==> config.mk <==
export PLATFORM = sky130hd
export DESIGN_NAME = wake_stretch_seq
export DESIGN_NICKNAME = d
export VERILOG_FILES = /design/src/rtl/wss_pkg.sv /design/src/rtl/wss_us_tick.sv /design/src/rtl/wss_span_timer.sv /design/src/rtl/wss_force_slot.sv /design/src/rtl/wake_stretch_seq.sv
export SDC_FILE = /design/constraint.sdc
export NUM_CORES = 1
export LEC_CHECK = 0
export BUFFER_PORTS_ARGS = -buffer_cell sky130_fd_sc_hd__buf_4
export CAP_MARGIN = 20
export CORE_ASPECT_RATIO = 2
export CORE_MARGIN = 2
export CORE_UTILIZATION = 40
export DETAILED_ROUTE_END_ITERATION = 8
export GPL_ROUTABILITY_DRIVEN = 0
export PLACE_DENSITY = 0.69
export SETUP_SLACK_MARGIN = 0.02
export SLEW_MARGIN = 20
export SYNTH_ARGS = -nofsm -noshare
export SYNTH_HDL_FRONTEND = slang
export SYNTH_HIERARCHICAL = 1
export SYNTH_SLANG_ARGS = --single-unit
==> constraint.sdc <==
create_clock -name clk -period 3.7 [get_ports clk]
set_input_delay 0.555 -clock clk [delete_from_list [all_inputs] [get_ports clk]]
set_output_delay 0.555 -clock clk [all_outputs]
set_load 0.02 [all_outputs]
==> src/rtl/wss_pkg.sv <==
package wss_pkg;
  typedef enum logic [2:0] {
    WS_ARMED = 3'd0,
    WS_DELAY = 3'd1,
    WS_GAP   = 3'd2,
    WS_HOLD  = 3'd3,
    WS_SPENT = 3'd4
  } wss_state_e;
endpackage

==> src/rtl/wss_us_tick.sv <==
module wss_us_tick #(
  parameter int DIV = 200
) (
  input  logic clk,
  input  logic rst_n,
  input  logic run,
  output logic tick
);
  localparam int W = (DIV > 1) ? $clog2(DIV) : 1;
  localparam logic [W-1:0] LAST = W'(DIV - 1);

  logic [W-1:0] cnt_q, cnt_d;

  assign tick = run && (cnt_q == LAST);

  always_comb begin
    if (!run || tick) cnt_d = '0;
    else              cnt_d = cnt_q + W'(1);
  end

  always_ff @(posedge clk or negedge rst_n) begin
    if (!rst_n) cnt_q <= '0;
    else        cnt_q <= cnt_d;
  end
endmodule

==> src/rtl/wss_span_timer.sv <==
module wss_span_timer #(
  parameter int W = 12
) (
  input  logic         clk,
  input  logic         rst_n,
  input  logic         run,
  input  logic         tick,
  input  logic [W-1:0] limit,
  output logic         expire
);
  logic [W-1:0] cnt_q, cnt_d;
  logic         cnt_en;

  assign expire = run && tick && (cnt_q == limit - W'(1));
  assign cnt_en = !run || tick;

  always_comb begin
    if (!run || expire) cnt_d = '0;
    else                cnt_d = cnt_q + W'(1);
  end

  always_ff @(posedge clk or negedge rst_n) begin
    if (!rst_n)      cnt_q <= '0;
    else if (cnt_en) cnt_q <= cnt_d;
  end
endmodule

==> src/rtl/wss_force_slot.sv <==
module wss_force_slot (
  input  logic clk,
  input  logic rst_n,
  input  logic en,
  input  logic post,
  input  logic take,
  output logic valid
);
  logic valid_q, valid_d;

  always_comb begin
    valid_d = valid_q;
    if (!en)            valid_d = 1'b0;
    else if (post)      valid_d = 1'b1;
    else if (take)      valid_d = 1'b0;
  end

  always_ff @(posedge clk or negedge rst_n) begin
    if (!rst_n) valid_q <= 1'b0;
    else        valid_q <= valid_d;
  end

  assign valid = valid_q;
endmodule

==> src/rtl/wake_stretch_seq.sv <==
module wake_stretch_seq
  import wss_pkg::*;
#(
  parameter int          CLK_PER_US = 200,
  parameter int          WAIT_US    = 250,
  parameter int          GAP_US     = 10,
  parameter int          HOLD_US    = 3000,
  parameter logic [7:0]  FORCE_BYTE = 8'hAA
) (
  input  logic       clk,
  input  logic       rst_n,
  input  logic       en,
  input  logic       first_edge,
  input  logic       ack_active,
  input  logic       force_taken,
  output logic       data_release,
  output logic       clk_pull_low,
  output logic       hold_busy,
  output logic       force_valid,
  output logic [7:0] force_byte
);
  localparam int SPAN_MAX_A = (WAIT_US > GAP_US) ? WAIT_US : GAP_US;
  localparam int SPAN_MAX   = (SPAN_MAX_A > HOLD_US) ? SPAN_MAX_A : HOLD_US;
  localparam int SPAN_W     = $clog2(SPAN_MAX + 1);

  wss_state_e        state_q, state_d;
  logic              run, tick, expire, post;
  logic [SPAN_W-1:0] limit;

  assign run = (state_q == WS_DELAY) || (state_q == WS_GAP) || (state_q == WS_HOLD);

  always_comb begin
    case (state_q)
      WS_GAP:  limit = SPAN_W'(GAP_US);
      WS_HOLD: limit = SPAN_W'(HOLD_US);
      default: limit = SPAN_W'(WAIT_US);
    endcase
  end

  wss_us_tick #(.DIV(CLK_PER_US)) u_tick (
    .clk  (clk),
    .rst_n(rst_n),
    .run  (run),
    .tick (tick)
  );

  wss_span_timer #(.W(SPAN_W)) u_span (
    .clk   (clk),
    .rst_n (rst_n),
    .run   (run),
    .tick  (tick),
    .limit (limit),
    .expire(expire)
  );

  // next state
  always_comb begin
    state_d = state_q;
    if (!en) begin
      state_d = WS_ARMED;
    end else begin
      case (state_q)
        WS_ARMED: if (first_edge && !ack_active) state_d = WS_DELAY;
        WS_DELAY: if (expire) state_d = WS_GAP;
        WS_GAP:   if (expire) state_d = WS_HOLD;
        WS_HOLD:  if (expire) state_d = WS_SPENT;
        default:  state_d = state_q;
      endcase
    end
  end

  always_ff @(posedge clk or negedge rst_n) begin
    if (!rst_n) state_q <= WS_ARMED;
    else        state_q <= state_d;
  end

  assign post = en && (state_q == WS_HOLD) && expire;

  wss_force_slot u_slot (
    .clk  (clk),
    .rst_n(rst_n),
    .en   (en),
    .post (post),
    .take (force_taken),
    .valid(force_valid)
  );

  assign data_release = (state_q == WS_GAP) || (state_q == WS_HOLD);
  assign clk_pull_low = (state_q == WS_HOLD);
  assign hold_busy    = data_release;
  assign force_byte   = FORCE_BYTE;
endmodule

# Word level (Yosys, flattened, before mapping)
# Index checks and enable logic that the tools add are counted.
[op_classes] addsub=3 n_eq_ne=11 muxes=12 reduce_logical=15
[op_table] cell="12-bit one-hot mux with 2 select lines" n=1
[op_table] cell="3-bit two-way mux" n=5
[op_table] cell="12-bit by 1-bit adder with 12-bit output, second input constant" n=1
[op_table] cell="12-bit == test" n=1
[op_table] cell="12-bit two-way mux" n=1
[op_table] cell="3-bit one-hot mux with 4 select lines" n=1
[op_table] cell="12-bit by 1-bit subtractor with 12-bit output, second input constant" n=1
[op_table] cell="3-bit inequality test, second input constant" n=3
[op_table] cell="8-bit by 1-bit adder with 8-bit output, second input constant" n=1
[op_table] cell="8-bit == test, second input constant" n=1
[op_table] cell="8-bit two-way mux" n=1
[op_table] cell="3-bit by 2-bit == test with 1-bit output, second input constant" n=2
[op_table] cell="1-bit logical AND" n=6
[op_table] cell="1-bit logical OR" n=5
[op_table] cell="5-bit by 1-bit inequality test with 1-bit output, second input constant" n=1
[op_table] cell="5-bit AND reduction" n=1
[op_table] cell="3-bit by 1-bit == test with 1-bit output, second input constant" n=1
[op_table] cell="3-bit zero test" n=1
[op_table] cell="1-bit two-way mux" n=3
[op_table] cell="3-bit by 1-bit inequality test with 1-bit output, second input constant" n=1
[op_table] cell="3-bit by 2-bit inequality test with 1-bit output, second input constant" n=1
[op_table] cell="1-bit zero test" n=2
[totals] ff_bits=24 input_bits=6 out_inout_bits=12 elab_cells=45

# Longest topological paths before layout
[depth] depth_word=9 ltp_mapped=13 mapped_depth_nobuf=13

# Hierarchy
# Netlist, hierarchy kept.
[modules_own_cells] mod="wss_span_timer" n_inst=1 cells_per_inst=128 area_per_inst_um2=1086.0 seq_area_each_um2=300.3
[modules_own_cells] mod="wss_us_tick" n_inst=1 cells_per_inst=39 area_per_inst_um2=407.9 seq_area_each_um2=200.2
[modules_own_cells] mod="wake_stretch_seq" n_inst=1 cells_per_inst=33 area_per_inst_um2=261.5 seq_area_each_um2=75.1
[modules_own_cells] mod="wss_force_slot" n_inst=1 cells_per_inst=3 area_per_inst_um2=46.3 seq_area_each_um2=25.0

# Worst setup path before layout
# No wires, ideal clock.
[synth_path] kind="reg-to-reg" start="register state_q[0]" end="register state_q[1]" arrival_time_ps=2572 required_ps=3581 setup_slack_ps=1009 path_stages_with_launch=12 path_cell_list="dfrtp_1 > nor2_1 > nor2_1 > inv_1 > nor2_1 > nand4_1 > nor4_2 > nand3_2 > a21oi_1 > nand3b_1 > xnor2_1 > and2_1"
[synth_between] elab_chain_len=8 word_cells_on_any_way=20 classes_between="add/sub (1); eq/ne (9); mux (3); reduce/logical (7)"
[synth_lines] element="from (decl)" line="wake_stretch_seq.sv:26" rtl="wss_state_e state_q, state_d;"
[synth_lines] element="from (signal assigned)" line="wake_stretch_seq.sv:74" rtl="else state_q <= state_d;"
[synth_lines] element="3-bit by 1-bit == test with 1-bit output / 3-bit by 2-bit == test with 1-bit output (equally long branches)" line="wake_stretch_seq.sv:30" rtl="assign run = (state_q == WS_DELAY) || (state_q == WS_GAP) || (state_q == WS_HOLD);"
[synth_lines] element="1-bit logical OR" line="wake_stretch_seq.sv:30"
[synth_lines] element="1-bit logical OR *" line="wake_stretch_seq.sv:30"
[synth_lines] element="net run" line="wake_stretch_seq.sv:27" rtl="logic run, tick, expire, post;"
[synth_lines] element="1-bit logical AND *" line="wss_us_tick.sv:14" rtl="assign tick = run && (cnt_q == LAST);"
[synth_lines] element="net tick" line="wake_stretch_seq.sv:27"
[synth_lines] element="1-bit logical AND * (2 in a row)" line="wss_span_timer.sv:14" rtl="assign expire = run && tick && (cnt_q == limit - W'(1));"
[synth_lines] element="net expire" line="wake_stretch_seq.sv:27"
[synth_lines] element="3-bit inequality test (no line) / 3-bit by 2-bit inequality test with 1-bit output (equally long branches)"
[synth_lines] element="5-bit AND reduction (no line) *"
# Mark *: on every way through the listed nets, which the timed path passes. The rest lies on a longest branch.
# A chain may end at the register's enable or synchronous reset.

# Final worst setup path
[layout_path] start="register u_tick.cnt_q[0]" end="register state_q[1]"
[layout_between] elab_chain_len=6 word_cells_on_any_way=8 classes_between="eq/ne (4); reduce/logical (4)"
[layout_lines] element="from (decl)" line="wss_us_tick.sv:12" rtl="logic [W-1:0] cnt_q, cnt_d;"
[layout_lines] element="from (signal assigned)" line="wss_us_tick.sv:23" rtl="else cnt_q <= cnt_d;"
[layout_lines] element="8-bit == test *" line="wss_us_tick.sv:14"
[layout_lines] element="1-bit logical AND *" line="wss_us_tick.sv:14"
[layout_lines] element="net tick" line="wake_stretch_seq.sv:27"
[layout_lines] element="1-bit logical AND * (2 in a row)" line="wss_span_timer.sv:14"
[layout_lines] element="net expire" line="wake_stretch_seq.sv:27"
[layout_lines] element="3-bit inequality test (no line) / 3-bit by 2-bit inequality test with 1-bit output (equally long branches)"
[layout_lines] element="5-bit AND reduction (no line) *"
# Marked as above.

==> flow_summary.yaml <==
outcome:
  outcome: "complete, no violations"
die:
  die-width_um: 51.5
  num_rows: 34
  die-area_mm2: 0.00509
  start_util: 0.415
  io_pins: 18
  dieHeight_um: 98.9
  core_area_mm2: 0.00434
clock_network:
  htree_levels: 1
  ctsResizeCount: 0
  cts.clk_slew.worst_paths_ns: 0.08
  hold_buffers: 0
  clk_latency_ns: 0.27
  cts-root-buf: "clkbuf_8"
  cts_buffers: 3
  post-cts-setup-buffers: 0
  cts_tree: "yes"
  cts_buffer_depth: 2
  cts_sinks: 24
timing:
  min_period_over_period: 0.815
  finalSetupTns_ns: 0
  skew_ns: 0.00187
  report.final.setup_viol: 0
  fmax_mhz: 332
  rsz0062_at_grt: "no"
  tightestPinTransition_ns: 0.703
  drv_slew: 0
  setup_ws_ns: 0.684
  timing.final.crit_period_ns: 3.02
  slew_headroom: 0.525
  finalHoldViolCount: 0
  timing.hold.ws_ns: 0.172
final_layout:
  layout-drive-gt1-share: 0.102
  antennaDiodeCount: 0
  final_common_cell: "dfrtp_1"
  final_cells: 280
  fillers: 462
  fin_area_mm2: 0.00200
  final_nets: 236
  mostFrequentLayoutCells: "dfrtp_1, conb_1, xnor2_1"
  area_growth_pct: 11.0
worst_setup_path:
  crit_type: "reg2reg"
  reg2reg_slack_ns: 0.68
  cp.depth: 11
  path_delay_family: "simple AND/OR/NAND/NOR gates"
  path_cells: "ha_1 -> and4bb_1 -> nand3_1 -> nor2_1 -> nand4_1 -> nor4_2 -> nand3_2 -> a21oi_1 -> nand3b_1 -> xnor2_1 -> and2_1"
  worstSetupStartpoint: "u_tick/cnt_q[0]$_DFF_PN0_"
  cp-endpoint: "state_q[1]$_DFFE_PN0P_"
  end_kind: "flip-flop"
  crit_path_start_kind: "flip-flop"
  critPathMaxFanout: 7
  reg2reg_to: "state_q[1]$_DFFE_PN0P_"
  reg2reg_depth: 11
  crit_required_ns: 3.87
  crit_arrival_ns: 3.18
  cpPeakStageDelay_ns: 0.39
  crit_slowest_cell: "dfrtp_1"
  r2r_start: "u_tick/cnt_q[0]$_DFF_PN0_"
  worst-path-buf-inv: 0
global_routing:
  antenna_found_initial: 0
  grt-ovfl-total: 0
  grt_use_total: 0.165
  grt_pass1_wl_um: 6470
  grt_max_degree: 25
  grt_pass1_vias: 1521
synth:
  yosys.cell_types.count: 50
  postSynthAreaPerCell_um2: 8.88
  synth_seq_area_share: 0.333
  synth.cell_area_mm2: 0.00180
  synth_seq_cells: 24
  yosys_warnings: 6
  synthFlopType: "dfrtp_1"
  synth-async-reset-ratio: 1.00
  synth_edf_count: 0
  synthCells: 203
routing:
  drtIter0Drc: 17
  ant_nets: 0
  via_per_inst: 5.36
  drt-total-wl_um: 3760
  routedWlPerCell_um: 13.4
  vias: 1500
  firstDrtPassIters: 4
  drcViolationCount: 0
place:
  place_inst: 276
  post_dp_cell_area_mm2: 0.00194
  dp_hpwl_um: 3010
  dp_slack_ns: 0.709
  port_buffers: 9
power_and_ir_drop:
  ir_drop_mv: 0.227
  p_leak_uw: 0.000825
  powerDensity_mw_per_mm2: 241
hold_path:
  hold_class: "in2async"
job:
  cap_violations: 0
## cell usage after synthesis (2+ instances only)
library cell,instances,area [um2]
nand2b_1,8,50.1
xnor2_1,19,166
o21ai_1,6,30.0
nor2b_1,3,18.8
a21oi_1,3,15.0
nand4b_1,2,17.5
o21ai_0,2,10.0
dfrtp_1,24,601
clkbuf_1,2,7.51
xor2_1,8,70.1
nor4_1,4,25.0
a221o_1,2,20.0
ha_1,3,37.5
nand3b_1,3,22.5
buf_4,9,67.6
nor3_1,5,25.0
nand2_1,12,45.0
a31oi_1,2,12.5
nand3_2,2,20.0
or3_1,3,18.8
conb_1,2,7.51
nor4b_1,2,17.5
nor2_1,14,52.6
nand4_1,6,37.5
inv_1,8,30.0
and2_1,12,75.1
nand3_1,10,50.1
and3_1,5,31.3
## logic make-up after synthesis
family,count (synthesis),synth area share
DFF,24,0.333
buffers and inverters,19,0.0583
AOI/OAI and AO/OA,27,0.116
adders and majority gates,3,0.0208
and+or+nand+nor,101,0.336
other,2,0.00417
xor gates and xnor gates,27,0.131
## stage by stage
step / total power, uW / utilization
2_1_floorplan: 301 / -
3_3_place_gp: 309 / 0.448
3_5_place_dp: 309 / 0.448
4_1_cts: 489 / 0.461
5_1_grt: 500 / 0.461
6_report: 481 / 0.461
## flip-flops by register name, indices dropped and copies added (netlist names)
signal / cells
state_q: 3
u_span/cnt_q: 12
u_slot/valid: 1
u_tick/cnt_q: 8
## per-layer routing
layer / wire [um] / share of wire / GRT usage
met1: 1350 / 0.36 / 0.162
met2: 2190 / 0.58 / 0.311
met3: 73 / 0.019 / 0.0152
met4: 150 / 0.040 / 0.103
met5: 0 / 0 / 0
## final cells by class
type,instances,area (um2),area share
repair buffers,10,75.1,0.0375
well taps,54,67.6,0.0338
multi-input cells,180,1170,0.586
flip-flops and latches,24,601,0.300
clock buffers,4,55.1,0.0275
inverters,8,30.0,0.0150
## how the worst min path moves through the flow
stage / start / to / slack, ns
2_1_floorplan: rst_n / state_q[0]$_DFFE_PN0P_ / 0.26
3_3_place_gp: rst_n / u_span/cnt_q[6]$_DFFE_PN0P_ / 0.47
3_5_place_dp: rst_n / u_span/cnt_q[11]$_DFFE_PN0P_ / 0.48
4_1_cts: rst_n / u_span/cnt_q[2]$_DFFE_PN0P_ / 0.18
5_1_grt: rst_n / u_span/cnt_q[11]$_DFFE_PN0P_ / 0.20
6_report: rst_n / u_span/cnt_q[11]$_DFFE_PN0P_ / 0.17
## report_power, final
part | internal, uW | switching, uW
clock network | 95.1 | 82.3
logic | 11.0 | 26.7
registers | 264 | 2.31
total | 370 | 111
Note: power is estimated with default switching activity, not from simulation.
